==> src/rtl/uart_rx16.sv <==
module uart_rx16 #(
  parameter int DATA_W = 8,
  parameter int OVS    = 16
) (
  input  logic              clk,
  input  logic              rst_n,
  input  logic              rxd,
  input  logic [1:0]        cfg_len,
  input  logic              par_en,
  input  logic              par_odd,
  input  logic              chip_en_a,
  input  logic              chip_en_b,
  input  logic              chip_en_n,
  input  logic              rnw,
  input  logic              reg_sel,
  output logic [DATA_W-1:0] rd_data,
  output logic              data_avail,
  output logic              err_shared,
  output logic              frm_err
);
  localparam int CW = $clog2(OVS);
  localparam int IW = $clog2(DATA_W + 1);
  localparam logic [CW-1:0] MID  = CW'(OVS / 2 - 1);
  localparam logic [CW-1:0] LAST = CW'(OVS - 1);

  typedef enum logic [2:0] {S_IDLE, S_START, S_DATA, S_PAR, S_STOP} st_t;

  st_t              st;
  logic [1:0]       sync;
  logic [CW-1:0]    cnt;
  logic [IW-1:0]    idx;
  logic [DATA_W-1:0] shreg, hold;
  logic             par_acc, ovr_q, par_q;

  wire rx      = sync[1];
  wire mid     = (cnt == MID);
  wire last    = (cnt == LAST);
  wire rd_q    = chip_en_a & chip_en_b & ~chip_en_n & rnw;
  wire data_rd = rd_q & ~reg_sel;
  wire stat_rd = rd_q & reg_sel;
  wire load    = (st == S_STOP) & mid;
  wire perr    = par_en & (par_acc ^ par_odd);
  wire [IW-1:0] last_idx = IW'(DATA_W - 4) + IW'(cfg_len);

  always_ff @(posedge clk or negedge rst_n)
    if (!rst_n) sync <= 2'b11;
    else        sync <= {sync[0], rxd};

  always_ff @(posedge clk or negedge rst_n) begin
    if (!rst_n) begin
      st      <= S_IDLE;
      cnt     <= '0;
      idx     <= '0;
      shreg   <= '0;
      par_acc <= 1'b0;
    end else begin
      cnt <= last ? '0 : cnt + CW'(1);
      case (st)
        S_IDLE: begin
          cnt <= '0;
          if (!rx) st <= S_START;
        end
        S_START: begin
          if (mid && rx) begin
            st  <= S_IDLE;
            cnt <= '0;
          end else if (last) begin
            st      <= S_DATA;
            idx     <= '0;
            shreg   <= '0;
            par_acc <= 1'b0;
          end
        end
        S_DATA: begin
          if (mid) begin
            for (int i = 0; i < DATA_W; i++)
              if (idx == IW'(i)) shreg[i] <= rx;
            par_acc <= par_acc ^ rx;
          end
          if (last) begin
            idx <= idx + IW'(1);
            if (idx == last_idx) st <= par_en ? S_PAR : S_STOP;
          end
        end
        S_PAR: begin
          if (mid)  par_acc <= par_acc ^ rx;
          if (last) st <= S_STOP;
        end
        S_STOP: begin
          if (mid) begin
            st  <= S_IDLE;
            cnt <= '0;
          end
        end
        default: st <= S_IDLE;
      endcase
    end
  end

  always_ff @(posedge clk or negedge rst_n) begin
    if (!rst_n) begin
      hold       <= '0;
      data_avail <= 1'b0;
      ovr_q      <= 1'b0;
      par_q      <= 1'b0;
      frm_err    <= 1'b0;
    end else if (load) begin
      hold       <= shreg;
      data_avail <= 1'b1;
      ovr_q      <= data_avail & ~data_rd;
      par_q      <= perr;
      frm_err    <= ~rx;
    end else begin
      if (data_rd) data_avail <= 1'b0;
      if (stat_rd) begin
        ovr_q   <= 1'b0;
        par_q   <= 1'b0;
        frm_err <= 1'b0;
      end
    end
  end

  wire [DATA_W-1:0] status = {{(DATA_W-4){1'b0}}, frm_err, par_q, ovr_q, data_avail};

  assign rd_data    = reg_sel ? status : hold;
  assign err_shared = ovr_q | par_q;
endmodule

==> config.mk <==
export PLATFORM = sky130hd
export DESIGN_NAME = uart_rx16
export DESIGN_NICKNAME = d
export VERILOG_FILES = /design/src/rtl/uart_rx16.sv
export SDC_FILE = /design/constraint.sdc
export NUM_CORES = 1
export LEC_CHECK = 0
export ABC_CLOCK_PERIOD_IN_PS = 4000
export BUFFER_PORTS_ARGS = -buffer_cell sky130_fd_sc_hd__buf_2
export CORE_MARGIN = 2
export CORE_UTILIZATION = 40
export DETAILED_ROUTE_END_ITERATION = 6
export GPL_TIMING_DRIVEN = 0
export PLACE_DENSITY = 0.57
export SLEW_MARGIN = 20
export SYNTH_ARGS = -nofsm -noshare
export SYNTH_HDL_FRONTEND = slang
export SYNTH_SLANG_ARGS = --single-unit
==> constraint.sdc <==
create_clock -name clk -period 4 [get_ports clk]
set_clock_uncertainty 0.1 [all_clocks]
set_input_delay 0.8 -clock clk [delete_from_list [all_inputs] [get_ports clk]]
set_output_delay 0.8 -clock clk [all_outputs]
set_load 0.02 [all_outputs]
==> flow_metrics.py, run 1 <==
metrics = {
    "status": {
        "run_status": "complete, no violations",
    },
    "setup_path": {
        "crit_end_element": "primary output",
        "worstPathArrival_ps": 1700,
        "reg2reg_from": "cnt[0]$_DFF_PN0_",
        "worstPathRequired_ps": 3100,
        "worstSetupStartpoint": "reg_sel",
        "critical_path_peak_fanout": 10,
        "crit_type": "in2out",
        "setup.worst_path.start_class": "input port",
    },
    "logic_synthesis": {
        "synth_top_area_share_pct": 45.1,
        "synth_async_sr_flop_share_pct": 100,
        "synth_seq_cells": 34,
        "number_of_enable_flip_flop_cells_after_synthesis": 0,
        "yosys.cell_count.top_type": "sky130_fd_sc_hd__dfrtp_1",
        "netlist-cell-type-count": 45,
        "synth_commonest_cells": "sky130_fd_sc_hd__dfrtp_1, sky130_fd_sc_hd__o21ai_1, sky130_fd_sc_hd__nand2_1",
        "synth_nets": 191,
        "syn-instance-count": 174,
        "netlist_top_cells_area": "sky130_fd_sc_hd__dfrtp_1, sky130_fd_sc_hd__mux2_1, sky130_fd_sc_hd__o21ai_1",
        "ys_flop_type": "sky130_fd_sc_hd__dfrtp_1",
        "netlist_area_sq_um": 1780,
        "netlist.top_cell.by_area": "sky130_fd_sc_hd__dfrtp_1",
        "syn_avg_cell_area_sq_um": 10.2,
        "seq_area_frac_synth_pct": 48.1,
        "yosys_warnings": 0,
    },
    "sta": {
        "finalHoldViolations": 0,
        "max_slew_margin_vs_limit_pct": 50.1,
        "fmax_ghz": 0.384,
        "tightestPinTransition_ps": 748,
        "min_period_over_period_pct": 65.0,
        "final.setup.tns_ps": 0,
        "timing.final.max_slew_violations": 0,
        "finalWorstPathRequiredPeriod_ps": 2600,
        "rsz_0062_raised_after_global_routing": "false",
        "setup_viol": 0,
    },
    "clock_tree": {
        "clkSinkCount": 34,
        "cts_max_path_buffers": 2,
        "clkSlewWorstSetupHoldPaths_ps": 60,
        "insertion_delay_ps": 280,
        "clock_tree.htree_level_count": 2,
        "holdBufCountCts": 0,
        "cts_setup_buffers": 0,
        "tritoncts": "yes",
        "clockRootBuffer": "sky130_fd_sc_hd__clkbuf_8",
        "numCtsBuffers": 5,
        "post_cts.resized_instances": 0,
    },
    "layout": {
        "area.growth.synth_to_final_pct": 14.7,
        "finish.net_count": 219,
        "final.fill_count": 425,
        "stdcell_area_sq_um": 2040,
        "antenna-diode-count": 0,
        "final_layout_size_suffix_gt1_share_pct": 22.2,
    },
    "global_route": {
        "grt_pass1_vias": 1314,
        "grt_max_degree": 35,
        "global_route.overflow_total": 0,
        "antenna_violations_before_repair": 0,
        "globalRouteTotalUtil_pct": 15.7,
        "grt_pass1_wl_um": 6130,
    },
    "route": {
        "avgViaCountPerCell": 5.30,
        "route.layer.met1.wl_um": 1680,
        "drtPass1Iterations": 4,
        "topRoutingLayerUsed": "met4",
        "detailroute.wirelength.met3_um": 166,
        "wirelength_um": 3540,
        "avgRoutedWirePerCell_um": 13.9,
        "drc": 0,
        "vias": 1352,
        "drt-initial-drc-count": 92,
        "met2_length_um": 1610,
        "detail-route-antenna-nets": 0,
    },
    "die": {
        "initial_core_util_pct": 41.1,
        "floorplan.core_area_sq_um": 4320,
        "floorplan.die.height_um": 70.6,
        "ios": 23,
        "dieArea_sq_um": 4990,
        "fp-row-count": 24,
        "die_w_um": 70.6,
    },
    "placement": {
        "placement.io_buffers": 21,
        "dpl.hpwl_um": 2650,
        "gpl_congestion": 0.836,
        "place_area_sq_um": 1950,
    },
    "hold_path": {
        "hold_start": "sync[0]$_DFF_PN1_",
        "worstHoldPathType": "reg2reg",
    },
    "power_and_ir_drop": {
        "vdd_ir_drop_max_v": 0.000215,
        "power_density_nw_per_um2": 485,
        "leakagePower_nw": 0.995,
    },
    "flow_run": {
        "drv_cap": 0,
    },
}
-- layer usage --
metal	up-vias	GRT usage, %
met3	9	3.13
met4	0	7.55
met2	44	24.5
met1	629	21.1
li1	670	-
met5	-	0
-- final cells by class --
type | instances | area [sq um] | share of cell area [%]
Buffer | 8 | 45.0 | 2.21
Clock buffer | 7 | 86.3 | 4.24
Clock inverter | 1 | 5.00 | 0.246
Inverter | 10 | 37.5 | 1.84
Multi-Input combinational cell | 122 | 840 | 41.2
Sequential cell | 34 | 853 | 41.9
Tap cell | 52 | 65.1 | 3.19
Timing Repair Buffer | 21 | 105 | 5.16
-- worst max-delay path: stages --
cell	delay, ps
sky130_fd_sc_hd__clkbuf_1	350
sky130_fd_sc_hd__mux2_2	390
sky130_fd_sc_hd__buf_2	160
-- worst paths after layout --
check                           slack (ps)                   end  cells past startpoint
worst max-delay path                  1400            rd_data[3]                      3
worst min-delay path                   260     sync[1]$_DFF_PN1_                      0
worst max register to register        1970   hold[7]$_DFFE_PN0P_                      5
worst min register to register         260     sync[1]$_DFF_PN1_                      0
max in group asynchronous             2840     st[0]$_DFFE_PN0P_                      1
min in group asynchronous              480  shreg[7]$_DFFE_PN0P_                      1
-- report_power, final --
part           switching (mW)  internal [mW]
Combinational           0.173          0.129
Sequential             0.0404          0.391
Clock                   0.116          0.139
-- per-stage QoR --
stage	std cells	utilization, %	hold slack, ps	setup WS [ps]	power [mW]
after floorplan	174	-	245	1600	0.664
after global placement	247	45.0	247	1430	0.729
after detailed placement	247	45.0	249	1390	0.737
after CTS	255	47.1	258	1390	0.997
after global routing	255	47.1	268	1340	1.06
final	255	47.1	257	1400	0.988
-- cell usage in the layout, fill, tap and decap left out, types with 2 or more instances in the layout --
cell                         n
sky130_fd_sc_hd__or2b_1      2
sky130_fd_sc_hd__dfstp_2     2
sky130_fd_sc_hd__nor3_1      2
sky130_fd_sc_hd__nand2_1    15
sky130_fd_sc_hd__ha_1        5
sky130_fd_sc_hd__inv_1      10
sky130_fd_sc_hd__nand4_1     2
sky130_fd_sc_hd__a21oi_1    14
sky130_fd_sc_hd__o21ai_0     3
sky130_fd_sc_hd__nor2b_1     9
sky130_fd_sc_hd__clkbuf_1    2
sky130_fd_sc_hd__nand2b_1    2
sky130_fd_sc_hd__dfrtp_1    32
sky130_fd_sc_hd__o2bb2ai_1   2
sky130_fd_sc_hd__mux2_1      8
sky130_fd_sc_hd__o211ai_1    2
sky130_fd_sc_hd__xnor2_1     3
sky130_fd_sc_hd__nand4b_1    2
sky130_fd_sc_hd__clkbuf_8    6
sky130_fd_sc_hd__o21ai_1    16
sky130_fd_sc_hd__mux2_2      5
sky130_fd_sc_hd__or3b_1      2
sky130_fd_sc_hd__buf_2      27
sky130_fd_sc_hd__nor2_1      7
-- registers in the layout (all words and copies together) (netlist names) --
register    flops
cnt             4
data_avail      1
frm_err         1
hold            8
idx             4
ovr_q           1
par_acc         1
par_q           1
shreg           8
st              3
sync            2
-- logic make-up (layout without fill, tap and decap cells) --
family                     count (synthesis)  in the layout  synth area share [%]
and+or+nand+nor                           54             54                  18.0
AOI/OAI and AO/OA                         46             46                  15.5
DFF                                       34             34                  48.1
buffers and inverters                     18             47                  4.65
muxes                                     13             13                  8.25
adders and majority gates                  5              5                  3.52
xor gates and xnor gates                   4              4                  1.97
Power figures use the tool's default switching activity.
==> run 2, diff against run 1 <==
Settings changed: ABC_CLOCK_PERIOD_IN_PS 4000 to 2100, PLACE_DENSITY 0.57 to 0.59.
Clock period 4 ns to 2.1 ns, I/O delays scaled along.
==> flow_metrics.py, run 2 (same netlist as run 1, synthesis figures left out) <==
metrics = {
    "layout": {
        "final_common_cell": "sky130_fd_sc_hd__dfrtp_1",
        "final.fill_count": 416,
        "layoutNonFillerInstCount": 256,
        "largestRegisters": "hold x8, shreg x8",
        "final_layout_size_suffix_gt1_share_pct": 22.5,
        "final_core_util_pct": 47.3,
        "area.growth.synth_to_final_pct": 15.2,
        "finish.net_count": 220,
        "final_cell_mix": "sky130_fd_sc_hd__dfrtp_1, sky130_fd_sc_hd__buf_2, sky130_fd_sc_hd__o21ai_1, sky130_fd_sc_hd__nand2_1, sky130_fd_sc_hd__a21oi_1",
        "antenna-diode-count": 0,
        "stdcell_area_sq_um": 2040,
    },
    "die": {
        "ios": 23,
        "fp-row-count": 24,
        "floorplan.die.height_um": 70.6,
        "initial_core_util_pct": 41.1,
        "die_w_um": 70.6,
        "dieArea_sq_um": 4990,
        "floorplan.core_area_sq_um": 4320,
    },
    "setup_path": {
        "worstPathRequired_ps": 2160,
        "worst_reg2reg_endpoint": "ovr_q$_DFFE_PN0P_",
        "crit_type": "reg2reg",
        "crit_end_element": "flip-flop",
        "critical_path_peak_fanout": 6,
        "reg2reg_from": "cnt[0]$_DFF_PN0_",
        "reg2reg_slack_ps": 250,
        "reg2regPathDepth": 6,
        "worstSetupStartpoint": "cnt[0]$_DFF_PN0_",
        "worstPathArrival_ps": 1920,
        "setup.worst_path.start_class": "flip-flop",
    },
    "placement": {
        "gpl_congestion": 0.805,
        "place_area_sq_um": 1950,
        "place_inst": 247,
        "placement.io_buffers": 21,
        "dpl.hpwl_um": 2740,
    },
    "global_route": {
        "grt_pass1_vias": 1366,
        "global_route.overflow_total": 0,
        "grt_max_degree": 35,
        "globalRouteTotalUtil_pct": 16.2,
        "grt_pass1_wl_um": 6410,
        "antenna_violations_before_repair": 0,
    },
    "sta": {
        "finalHoldViolations": 0,
        "timing.final.max_slew_violations": 0,
        "min_period_over_period_pct": 88.3,
        "final.setup.tns_ps": 0,
        "rsz_0062_raised_after_global_routing": "false",
        "finalWorstPathRequiredPeriod_ps": 1850,
        "setup_viol": 0,
        "tightestPinTransition_ps": 756,
        "fmax_ghz": 0.539,
        "max_slew_margin_vs_limit_pct": 49.6,
    },
    "route": {
        "drc": 0,
        "avgViaCountPerCell": 5.38,
        "detail-route-antenna-nets": 0,
        "drtPass1Iterations": 4,
        "avgRoutedWirePerCell_um": 14.1,
        "wirelength_um": 3610,
        "drt-initial-drc-count": 76,
        "vias": 1377,
    },
    "clock_tree": {
        "tritoncts": "yes",
        "holdBufCountCts": 0,
        "numCtsBuffers": 5,
        "clkSinkCount": 34,
        "post_cts.resized_instances": 0,
        "insertion_delay_ps": 280,
        "clockRootBuffer": "sky130_fd_sc_hd__clkbuf_8",
        "clock_tree.htree_level_count": 2,
        "clkSlewWorstSetupHoldPaths_ps": 70,
        "cts_max_path_buffers": 2,
    },
    "power_and_ir_drop": {
        "switchingPower_mw": 0.640,
        "pwr-share-comb_pct": 30.6,
        "cell_internal_pwr_mw": 1.25,
        "power_density_nw_per_um2": 926,
        "clock_power_share_pct": 26.0,
        "leakagePower_nw": 0.999,
        "sw_frac_of_total_pct": 33.8,
        "vdd_ir_drop_max_v": 0.000304,
        "share_seq_of_total_power_pct": 43.4,
    },
    "hold_path": {
        "worstHoldPathType": "in2async",
    },
    "flow_run": {
        "drv_cap": 0,
    },
    "status": {
        "run_status": "complete, no violations",
    },
}
[run 2: repair_timing]
action                                  4_1_cts  5_1_grt
endpoints found under the setup margin        0        6
endpoints found under the hold margin         0        0
setup buffers                                 0        1
[run 2: cell type report]
| cell class | instances | area (sq um) | share of cell area [%] |
|---|---|---|---|
| inverter | 10 | 37.5 | 1.84 |
| sequential | 34 | 853 | 41.7 |
| clock buffer | 7 | 86.3 | 4.22 |
| buffer | 8 | 45.0 | 2.20 |
| multi-input combinational | 122 | 840 | 41.1 |
| timing repair buffer | 22 | 113 | 5.51 |
| clock inverter | 1 | 5.00 | 0.245 |
| tap | 52 | 65.1 | 3.18 |
[run 2: how the worst max path moves through the flow]
| stage | end | slack (ps) | cells after the start |
|---|---|---|---|
| after floorplan | hold[0]$_DFFE_PN0P_ | 370 | 5 |
| after global placement | hold[6]$_DFFE_PN0P_ | 120 | 5 |
| after detailed placement | hold[7]$_DFFE_PN0P_ | 90 | 5 |
| after CTS | hold[1]$_DFFE_PN0P_ | 80 | 5 |
| after global routing | ovr_q$_DFFE_PN0P_ | 110 | 6 |
| final | ovr_q$_DFFE_PN0P_ | 250 | 6 |
[run 2: power groups by stage]
| stage | registers [mW] | logic [mW] | clock network (mW) |
|---|---|---|---|
| final | 0.821 | 0.580 | 0.492 |
| after global routing | 0.839 | 0.654 | 0.545 |
| after CTS | 0.821 | 0.583 | 0.515 |
| after detailed placement | 0.834 | 0.579 | 0 |
| after global placement | 0.828 | 0.557 | 0 |
| after floorplan | 0.823 | 0.441 | 0 |
[run 2: metrics by stage]
stage	hold WS (ps)	power [mW]	setup slack [ps]
after floorplan	24.4	1.26	369
after CTS	119	1.92	79.1
after detailed placement	249	1.41	91.2
after global routing	123	2.04	114
after global placement	248	1.39	125
final	105	1.89	245
[run 2: per-layer routing]
metal,GRT usage [%],vias up,share of wire (%)
li1,-,668,-
met1,20.6,664,46
met2,25.5,38,47
met3,5.41,7,5.5
met4,6.50,0,2.0
met5,0,-,0
[run 2: critical path, cell delays in order (launching register included)]
cell and delay [ps]:
sky130_fd_sc_hd__dfrtp_1 390, sky130_fd_sc_hd__ha_1 270, sky130_fd_sc_hd__and2_1 230, sky130_fd_sc_hd__nand4_1 130
sky130_fd_sc_hd__buf_4 180, sky130_fd_sc_hd__o21a_1 140, sky130_fd_sc_hd__a2bb2o_1 290
